===== src/rtl/cmd_crc_pkg.sv =====
`timescale 1ns/1ps
package cmd_crc_pkg;
    localparam int CRC_W  = 4;
    localparam int FLD_W  = 4;
    localparam int DATA_W = 8;
    localparam int OPT_W  = 2;

    localparam logic [CRC_W-1:0] STD_POLY = 4'b0001;
    localparam logic [CRC_W-1:0] STD_SEED = 4'b1010;

    typedef enum logic [1:0] {
        FT_LONG  = 2'd0,
        FT_SHORT = 2'd1,
        FT_ESW8  = 2'd2,
        FT_ESW10 = 2'd3
    } frame_type_e;
endpackage


===== src/rtl/cmd_frame_decode.sv =====
`timescale 1ns/1ps
// Classifies a closed frame by length and mode, checks CRC, extracts fields.
module cmd_frame_decode
    import cmd_crc_pkg::*;
#(
    parameter int CRC_W  = 4,
    parameter int FLD_W  = 4,
    parameter int DATA_W = 8,
    parameter int OPT_W  = 2,
    parameter int CNT_W  = 5
) (
    input  logic [CRC_W+2*FLD_W+DATA_W-1:0] sh,
    input  logic [CNT_W-1:0]                cnt,
    input  logic                            enh,
    input  logic [CRC_W-1:0]                crc_calc,
    output logic                            ok,
    output frame_type_e                     ftype,
    output logic [DATA_W-1:0]               data,
    output logic [FLD_W-1:0]                addr,
    output logic [FLD_W-1:0]                cmd
);
    localparam int DB        = CRC_W + 2*FLD_W;
    localparam int LEN_SHORT = DB;
    localparam int LEN_OPT   = DB + OPT_W;
    localparam int LEN_LONG  = DB + DATA_W;

    logic len_ok;

    always_comb begin
        len_ok = 1'b0;
        ftype  = FT_LONG;
        data   = '0;
        if (cnt == CNT_W'(LEN_LONG)) begin
            len_ok = 1'b1;
            ftype  = FT_LONG;
            data   = sh[DB +: DATA_W];
        end else if (cnt == CNT_W'(LEN_SHORT)) begin
            len_ok = 1'b1;
            ftype  = enh ? FT_ESW8 : FT_SHORT;
        end else if (enh && (cnt == CNT_W'(LEN_OPT))) begin
            len_ok = 1'b1;
            ftype  = FT_ESW10;
            data[OPT_W-1:0] = sh[DB +: OPT_W];
        end
    end

    assign addr = sh[CRC_W+FLD_W +: FLD_W];
    assign cmd  = sh[CRC_W +: FLD_W];
    assign ok   = len_ok && (crc_calc == sh[CRC_W-1:0]);
endmodule


===== config.mk =====
export PLATFORM = sky130hd
export DESIGN_NAME = cmd_frame_decode
export DESIGN_NICKNAME = d
export VERILOG_FILES = /design/src/rtl/cmd_crc_pkg.sv /design/src/rtl/cmd_frame_decode.sv
export SDC_FILE = /design/constraint.sdc
export NUM_CORES = 1
export LEC_CHECK = 0
export BUFFER_PORTS_ARGS = -buffer_cell sky130_fd_sc_hd__buf_2
export CAP_MARGIN = 20
export CELL_PAD_IN_SITES_DETAIL_PLACEMENT = 1
export CELL_PAD_IN_SITES_GLOBAL_PLACEMENT = 2
export CORE_MARGIN = 8
export CORE_UTILIZATION = 10
export DETAILED_ROUTE_END_ITERATION = 8
export PLACE_DENSITY = 0.95
export SLEW_MARGIN = 20
export SYNTH_ARGS = -nofsm -noshare
export SYNTH_HDL_FRONTEND = slang
export SYNTH_SLANG_ARGS = --single-unit

===== constraint.sdc =====
create_clock -name vclk -period 2.5
set_input_delay 0.375 -clock vclk [all_inputs]
set_output_delay 0.375 -clock vclk [all_outputs]
set_load 0.005 [all_outputs]

==> impl_metrics.py, run 1 <==
metrics = {
    "status": {
        "outcome": "complete, no violations",
    },
    "timing": {
        "maxSlewViolCount": 0,
        "fmax_ghz": 0.592,
        "relSlewSlack_pct": 81.4,
        "holdWs_ns": 0.750,
        "min_period_over_period_pct": 67.6,
        "fin_crit_ns": 1.69,
        "rsz0062_at_grt": "no",
        "tns_ns": 0,
        "hold_violations": 0,
        "setup_viol": 0,
        "worst_slew_pin_slew_ns": 0.277,
    },
    "clocking": {
        "cts_setup_buffers": 0,
        "ctsHoldBuffers": 0,
        "cts_resized": 0,
    },
    "floorplan": {
        "boundaryPins": 49,
        "die_w_um": 65.3,
        "die_area_um2": 4260,
        "core_area_um2": 2390,
        "die_y_um": 65.3,
        "start_util_pct": 10.2,
        "std_cell_rows": 18,
    },
    "pwr": {
        "peakVddDrop_v": 0.0000268,
        "p_leak_nw": 0.226,
        "power_mw": 0.0384,
        "power_density_nw_per_um2": 99.5,
    },
    "finish": {
        "syn2layout_area_growth_pct": 58.8,
        "layout_common_cells": "33 x buf_2, 6 x and2_1, 3 x xor2_1",
        "nFlopsAndLatches": 0,
        "seqCellArea_um2": 0,
        "fillCellCount": 320,
        "final_common_cell": "buf_2",
        "antenna_cells": 0,
        "stdcell_area_um2": 385,
        "nets": 92,
        "drive_gt1_share_pct": 60.0,
        "clkbuf_count": 0,
    },
    "logic_synthesis": {
        "yosysSeqAreaShare_pct": 0,
        "synth_area_per_cell_um2": 6.94,
        "synth_top_area_share_pct": 24.7,
        "synth_cell_types": 17,
        "synth_area_leader_cell": "buf_4",
        "syn_inst": 35,
        "synth.net_count": 65,
        "ys_top_cells_by_area": "buf_4 25%, and2_1 15%, xor2_1 11%",
        "yosys_warnings": 0,
        "syn_area_um2": 243,
    },
    "placement": {
        "portBuffers": 33,
        "dpl.hpwl_um": 935,
        "place_congestion": 0.768,
        "placed_cell_area_um2": 385,
    },
    "grt": {
        "grtUsageTotal_pct": 3.93,
        "grt_pass1_vias": 382,
        "antenna_found_initial": 0,
        "overflow": 0,
        "grt_max_degree": 7,
        "grt_pass1_wl_mm": 1.46,
    },
    "route": {
        "drt_iter0_markers": 2,
        "num_vias": 332,
        "drcViolationCount": 0,
        "antenna_left": 0,
        "viasPerCell": 3.69,
        "dr.pass1.iters": 2,
        "wl_per_cell_um": 10.5,
        "drt-total-wl_um": 946,
    },
    "min_path": {
        "hold_class": "input pin to output pin",
    },
    "worst_setup_path": {
        "crit_required_ns": 2.12,
        "arrival_ns": 1.31,
        "cp-start-kind": "input pin",
        "crit_path_end_kind": "output pin",
        "path_class": "input pin to output pin",
        "worstPathMaxFanout": 6,
    },
    "job": {
        "max_cap_viol_count": 0,
    },
}
worst max-delay path, cell delays in order:
cell and delay (ns):
buf_2 0.11, or3b_4 0.42, nor2_4 0.16, and2_1 0.14, buf_2 0.11
kinds of logic after synthesis:
family / share of synthesized area [%]
compound gates: 5.67
xor+xnor: 14.4
buf+inv: 26.3
simple gates: 53.6
through the flow:
| step | setup slack [ns] | util, % | std cells |
|---|---|---|---|
| final | 0.810 | 16.1 | 90 |
| after global placement | 0.815 | 16.1 | 90 |
| after floorplan | 1.07 | - | 35 |
| after detailed placement | 0.791 | 16.1 | 90 |
| after CTS | 0.790 | 16.1 | 90 |
| after global routing | 0.753 | 16.1 | 90 |
path summary, 6_finish.rpt:
path / start / endpoint / slack (ns) / depth (start not counted)
worst max-delay path: cnt[3] / data[6] / 0.81 / 5
worst min-delay path: sh[9] / addr[1] / 0.75 / 0
final cells by class:
| cell class | count | area (um^2) | share of cell area (%) |
|---|---|---|---|
| repair buffers | 33 | 165 | 42.9 |
| multi-input cells | 26 | 179 | 46.4 |
| inverters | 1 | 3.75 | 0.974 |
| well taps | 30 | 37.5 | 9.74 |
synthesized netlist by cell type:
master / n
and2_1: 6
and3_1: 2
and4_1: 1
buf_4: 8
inv_1: 1
nand2_1: 1
nand2b_1: 2
nor2_1: 1
nor2_4: 1
nor2b_1: 2
nor3_1: 2
nor4_1: 1
o21ai_1: 1
o21ai_2: 1
or3b_4: 1
xnor2_1: 1
xor2_1: 3
power by group:
| part | leakage (nW) | switching (mW) | internal [mW] |
|---|---|---|---|
| sequential | 0 | 0 | 0 |
| combinational | 0.226 | 0.0163 | 0.0220 |
| clock | 0 | 0 | 0 |
| total | 0.226 | 0.0163 | 0.0220 |
metal layers:
metal / GRT usage, % / part of all wire, %
met2: 8.00 / 47
met3: 1.36 / 14
met1: 3.80 / 38
met4: 0.272 / 0.21
met5: 0 / 0
Note: power is estimated with default switching activity, not from simulation.
==> run 2, diff against run 1 <==
--- a/config.mk
+++ b/config.mk
@@ -5,6 +5,7 @@
 export SDC_FILE = /design/constraint.sdc
 export NUM_CORES = 1
 export LEC_CHECK = 0
+export ABC_AREA = 1
 export BUFFER_PORTS_ARGS = -buffer_cell sky130_fd_sc_hd__buf_2
 export CAP_MARGIN = 20
 export CELL_PAD_IN_SITES_DETAIL_PLACEMENT = 1
==> constraint.sdc (replaced) <==
create_clock -name vclk -period 1.4
set_input_delay 0.21 -clock vclk [all_inputs]
set_output_delay 0.21 -clock vclk [all_outputs]
set_load 0.005 [all_outputs]
==> run 2 against run 1 <==
  * Global-route usage grew 0.69 points
  * Count of clock-buffer cells in the layout unchanged
  * Sequential share of layout area unchanged
  * Critical path depth up 2
  * Cell area up 14%
  * Non-clock buffer count unchanged
  * Final cell count increased by 36%
  * Combinational power is 100% higher
  * Worst hold slack worse by 0.33 ns
  * Largest power group unchanged
==> impl_metrics.py, run 2 <==
metrics = {
    "route": {
        "drt_iter0_markers": 5,
        "num_vias": 445,
        "antenna_left": 0,
        "drt-total-wl_mm": 1.26,
        "viasPerCell": 3.65,
        "wl_per_cell_um": 10.3,
        "drcViolationCount": 0,
        "dr.pass1.iters": 2,
    },
    "logic_synthesis": {
        "ys_top_cells_by_count": "19 x nand2_1, 18 x nor2_1, 17 x inv_1",
        "syn_inst": 66,
        "synth_top_area_share_pct": 24.3,
        "yosysSeqAreaShare_pct": 0,
        "yosys_warnings": 0,
        "synth_area_leader_cell": "nand2_1",
        "synth_cell_types": 8,
        "synth_area_per_cell_um2": 4.46,
        "ys_top_cells_by_area": "nand2_1 24%, nor2_1 23%, inv_1 22%",
        "synth_most_common_cell": "nand2_1",
        "synth.net_count": 96,
        "syn_area_um2": 294,
    },
    "finish": {
        "antenna_cells": 0,
        "final_common_cell": "buf_2",
        "drive_gt1_share_pct": 38.5,
        "nFlopsAndLatches": 0,
        "clkbuf_count": 0,
        "nets": 123,
        "layout_common_cells": "33 x buf_2, 19 x nand2_1, 18 x nor2_1",
        "fillCellCount": 378,
        "multi_input_comb_area_um2": 170,
        "syn2layout_area_growth_pct": 48.9,
        "seqCellArea_um2": 0,
        "stdcell_count": 122,
    },
    "grt": {
        "grt_max_degree": 8,
        "grtUsageTotal_pct": 4.62,
        "grt_pass1_wl_mm": 2.03,
        "antenna_found_initial": 0,
        "grt_pass1_vias": 483,
        "overflow": 0,
    },
    "timing": {
        "rsz0062_at_grt": "no",
        "fmax_ghz": 0.838,
        "holdWs_ns": 0.420,
        "relSlewSlack_pct": 87.9,
        "tns_ns": 0,
        "fin_crit_ns": 1.19,
        "setup_viol": 0,
        "min_period_over_period_pct": 85.2,
        "hold_violations": 0,
        "worst_slew_pin_slew_ns": 0.181,
        "maxSlewViolCount": 0,
    },
    "placement": {
        "dp_cells": 122,
        "portBuffers": 33,
        "dpl.hpwl_mm": 1.22,
        "place_congestion": 0.724,
    },
    "pwr": {
        "peakVddDrop_v": 0.0000433,
        "power_mw": 0.0769,
        "p_leak_nw": 0.333,
        "power_density_nw_per_um2": 176,
    },
    "worst_setup_path": {
        "crit_required_ns": 1.19,
        "cp-start-kind": "input pin",
        "crit_start": "cnt[0]",
        "path_class": "input pin to output pin",
        "worstPathMaxFanout": 7,
        "crit_path_end_kind": "output pin",
        "cp-endpoint": "data[0]",
        "arrival_ns": 0.98,
    },
    "floorplan": {
        "die_y_um": 70.2,
        "std_cell_rows": 19,
        "die_w_um": 70.2,
        "die_area_um2": 4930,
        "core_area_um2": 2780,
        "boundaryPins": 49,
        "start_util_pct": 10.6,
    },
    "status": {
        "outcome": "complete, no violations",
    },
    "clocking": {
        "ctsHoldBuffers": 0,
        "cts_resized": 0,
        "cts_setup_buffers": 0,
    },
    "min_path": {
        "hold_class": "input pin to output pin",
    },
    "job": {
        "max_cap_viol_count": 0,
    },
}
## run 2: changes by cell type in the layout (fill, tap and decap cells not counted), moves of 3 or more
| cell | delta |
|---|---|
| and2_1 | -6 |
| inv_1 | +16 |
| nand2_1 | +18 |
| nor2_1 | +17 |
| xor2_1 | -3 |
## run 2: kinds of logic after synthesis
| logic type | Yosys count | share of synthesized area, % |
|---|---|---|
| and+or+nand+nor | 39 | 53.6 |
| AOI/OAI and AO/OA | 2 | 4.25 |
| buffers and inverters | 25 | 42.1 |
## run 2: area by class of cell
class	instances	share of cell area, %
repair buffers	33	37.7
well taps	31	8.86
inverters	17	14.6
multi-input cells	41	38.9
## run 2: layer usage
metal  up-vias  routed length [um]  global-route usage (%)
li1        228                   -                       -
met1       200                 364                    3.54
met2        13                 806                    10.7
met3         4                  80                    1.27
met4         0                   8                   0.446
met5         -                   0                       0
## run 2: power breakdown
group	switching, mW	total (mW)	internal [mW]
sequential	0	0	0
combinational	0.0391	0.0769	0.0378
clock	0	0	0
## run 2: how the worst min path moves through the flow
stage / startpoint / end / cells past startpoint
floorplan: sh[12] / data[0] / 2
global placement: sh[10] / addr[2] / 0
detailed placement: sh[10] / addr[2] / 0
CTS: sh[10] / addr[2] / 0
global route: sh[8] / addr[0] / 0
finish: sh[6] / cmd[2] / 0
## run 2: metrics by stage
stage                     util, %  instance area [um^2]  setup WS (ns)
after floorplan                 -                   294          0.498
after global placement       15.7                   438          0.235
after detailed placement     15.7                   438          0.183
after CTS                    15.7                   438          0.183
after global routing         15.7                   438          0.110
final                        15.7                   438          0.207
## run 2: worst max-delay path, cell delays in order
cell and delay [ns]:
buf_2 0.11, nor2_2 0.13, nand4_2 0.17, nand2_1 0.11, inv_1 0.05, nor2_1 0.08, buf_2 0.11
==> run 3, diff against run 2 <==
--- a/config.mk
+++ b/config.mk
@@ -5,7 +5,6 @@
 export SDC_FILE = /design/constraint.sdc
 export NUM_CORES = 1
 export LEC_CHECK = 0
-export ABC_AREA = 1
 export BUFFER_PORTS_ARGS = -buffer_cell sky130_fd_sc_hd__buf_2
 export CAP_MARGIN = 20
 export CELL_PAD_IN_SITES_DETAIL_PLACEMENT = 1
==> run 3 against run 2 <==
  * Worst hold slack about the same
  * Flip-flop and latch count unchanged
  * First-iteration DRC count up 120%
  * Critical path type unchanged
  * Sequential share of layout area unchanged
  * Final cell count down 26%
  * Combinational power down 7.2%
  * Count of clock-buffer cells in the layout unchanged
==> impl_metrics.py, run 3 (same netlist as run 1, synthesis figures left out) <==
metrics = {
    "status": {
        "outcome": "complete, no violations",
    },
    "grt": {
        "grtUsageTotal_pct": 4.38,
        "grt_max_degree": 7,
        "grt_pass1_wl_mm": 1.63,
        "antenna_found_initial": 0,
        "overflow": 0,
        "grt_pass1_vias": 413,
    },
    "finish": {
        "layout_common_cells": "31 x buf_2, 4 x and2_1, 3 x xor2_1",
        "antenna_cells": 0,
        "clkbuf_count": 0,
        "syn2layout_area_growth_pct": 66.0,
        "final_common_cell": "buf_2",
        "stdcell_count": 90,
        "nFlopsAndLatches": 0,
        "seqCellArea_um2": 0,
        "fillCellCount": 316,
        "drive_gt1_share_pct": 63.3,
        "nets": 92,
        "stdcell_area_um2": 403,
    },
    "min_path": {
        "hold_depth": 0,
        "hold_class": "input pin to output pin",
        "hold_path_end": "cmd[0]",
        "min-delay-start": "sh[4]",
    },
    "timing": {
        "relSlewSlack_pct": 83.7,
        "tns_ns": 0,
        "setup_viol": 0,
        "hold_violations": 0,
        "rsz0062_at_grt": "yes",
        "maxSlewViolCount": 0,
        "worst_slew_pin_slew_ns": 0.242,
        "fin_crit_ns": 1.35,
        "fmax_ghz": 0.741,
        "min_period_over_period_pct": 96.3,
    },
    "job": {
        "max_cap_viol_count": 0,
    },
    "pwr": {
        "p_leak_nw": 0.231,
        "power_mw": 0.0714,
        "power_density_nw_per_um2": 177,
        "internal_power_mw": 0.0418,
        "peakVddDrop_v": 0.0000599,
        "power.switching_mw": 0.0296,
        "p_clk_share_pct": 0,
        "pwr-share-comb_pct": 100.0,
        "switching_share_pct": 41.4,
        "seq_power_share_pct": 0,
    },
    "worst_setup_path": {
        "crit_required_ns": 1.19,
        "worstPathMaxFanout": 6,
        "arrival_ns": 1.14,
        "path_class": "input pin to output pin",
        "cp-start-kind": "input pin",
        "crit_path_end_kind": "output pin",
    },
    "floorplan": {
        "std_cell_rows": 18,
        "core_area_um2": 2390,
        "boundaryPins": 49,
        "die_w_um": 65.3,
        "start_util_pct": 10.2,
        "die_area_um2": 4260,
        "die_y_um": 65.3,
    },
    "route": {
        "num_vias": 338,
        "drt_iter0_markers": 11,
        "dr.pass1.iters": 2,
        "drt-total-wl_mm": 1.01,
        "wl_per_cell_um": 11.3,
        "antenna_left": 0,
        "drcViolationCount": 0,
        "viasPerCell": 3.76,
    },
    "placement": {
        "dp_cells": 90,
        "dpl.hpwl_um": 962,
        "placed_cell_area_um2": 385,
        "place_congestion": 0.768,
        "portBuffers": 33,
    },
    "clocking": {
        "cts_setup_buffers": 0,
    },
}
[run 3: cell count changes in the layout (fill, tap and decap cells not counted), sizes merged, moves of 3 or more]
cell | previous run | this run
nor2 | 19 | 2
and2 | 0 | 6
nand2 | 19 | 1
inv | 17 | 1
xor2 | 0 | 3
[run 3: worst max-delay path by stage]
stage                         end  cells after the start  slack [ns]    from
after floorplan                ok                      3        0.30  cnt[3]
after global placement         ok                      5        0.04  cnt[3]
after detailed placement       ok                      5        0.02  cnt[3]
after CTS                      ok                      5        0.02  cnt[3]
after global routing      data[4]                      5       -0.02  cnt[1]
final                     data[4]                      5        0.05  cnt[1]
[run 3: what timing repair did]
| item | CTS | global route |
|---|---|---|
| hold buffers | 0 | 0 |
| setup endpoints to repair | 0 | 7 |
| gates resized for setup | 0 | 5 |
[run 3: stage by stage]
step / worst slack (ns) / util, % / hold slack, ns
2_1_floorplan: 0.299 / - / 0.501
3_3_place_gp: 0.0450 / 16.1 / 0.420
3_5_place_dp: 0.0194 / 16.1 / 0.420
4_1_cts: 0.0168 / 16.1 / 0.420
5_1_grt: -0.0178 / 16.9 / 0.420
6_report: 0.0512 / 16.9 / 0.420
[run 3: power groups by stage]
stage               clock network [mW]  logic (mW)  registers [mW]
global placement                     0      0.0668               0
finish                               0      0.0714               0
floorplan                            0      0.0466               0
detailed placement                   0      0.0699               0
global route                         0      0.0807               0
CTS                                  0      0.0701               0
[run 3: layout make-up]
class	count	area (um^2)	area share (%)
inverter	1	3.75	0.932
multi-input combinational	26	184	45.7
tap	30	37.5	9.32
timing repair buffer	33	178	44.1
[run 3: metal layers]
layer	part of all wire, %	up-vias	routed length (um)	GRT usage (%)
met5	0	-	0	0
met4	0.20	0	2	0.272
met3	15	2	148	2.04
met2	48	27	483	8.49
met1	37	149	377	4.28
li1	-	160	-	-
[run 3: critical path: stages]
cell and delay (ns):
buf_6 0.10, or3b_4 0.42, nor2_4 0.15, and2_4 0.15, buf_2 0.11
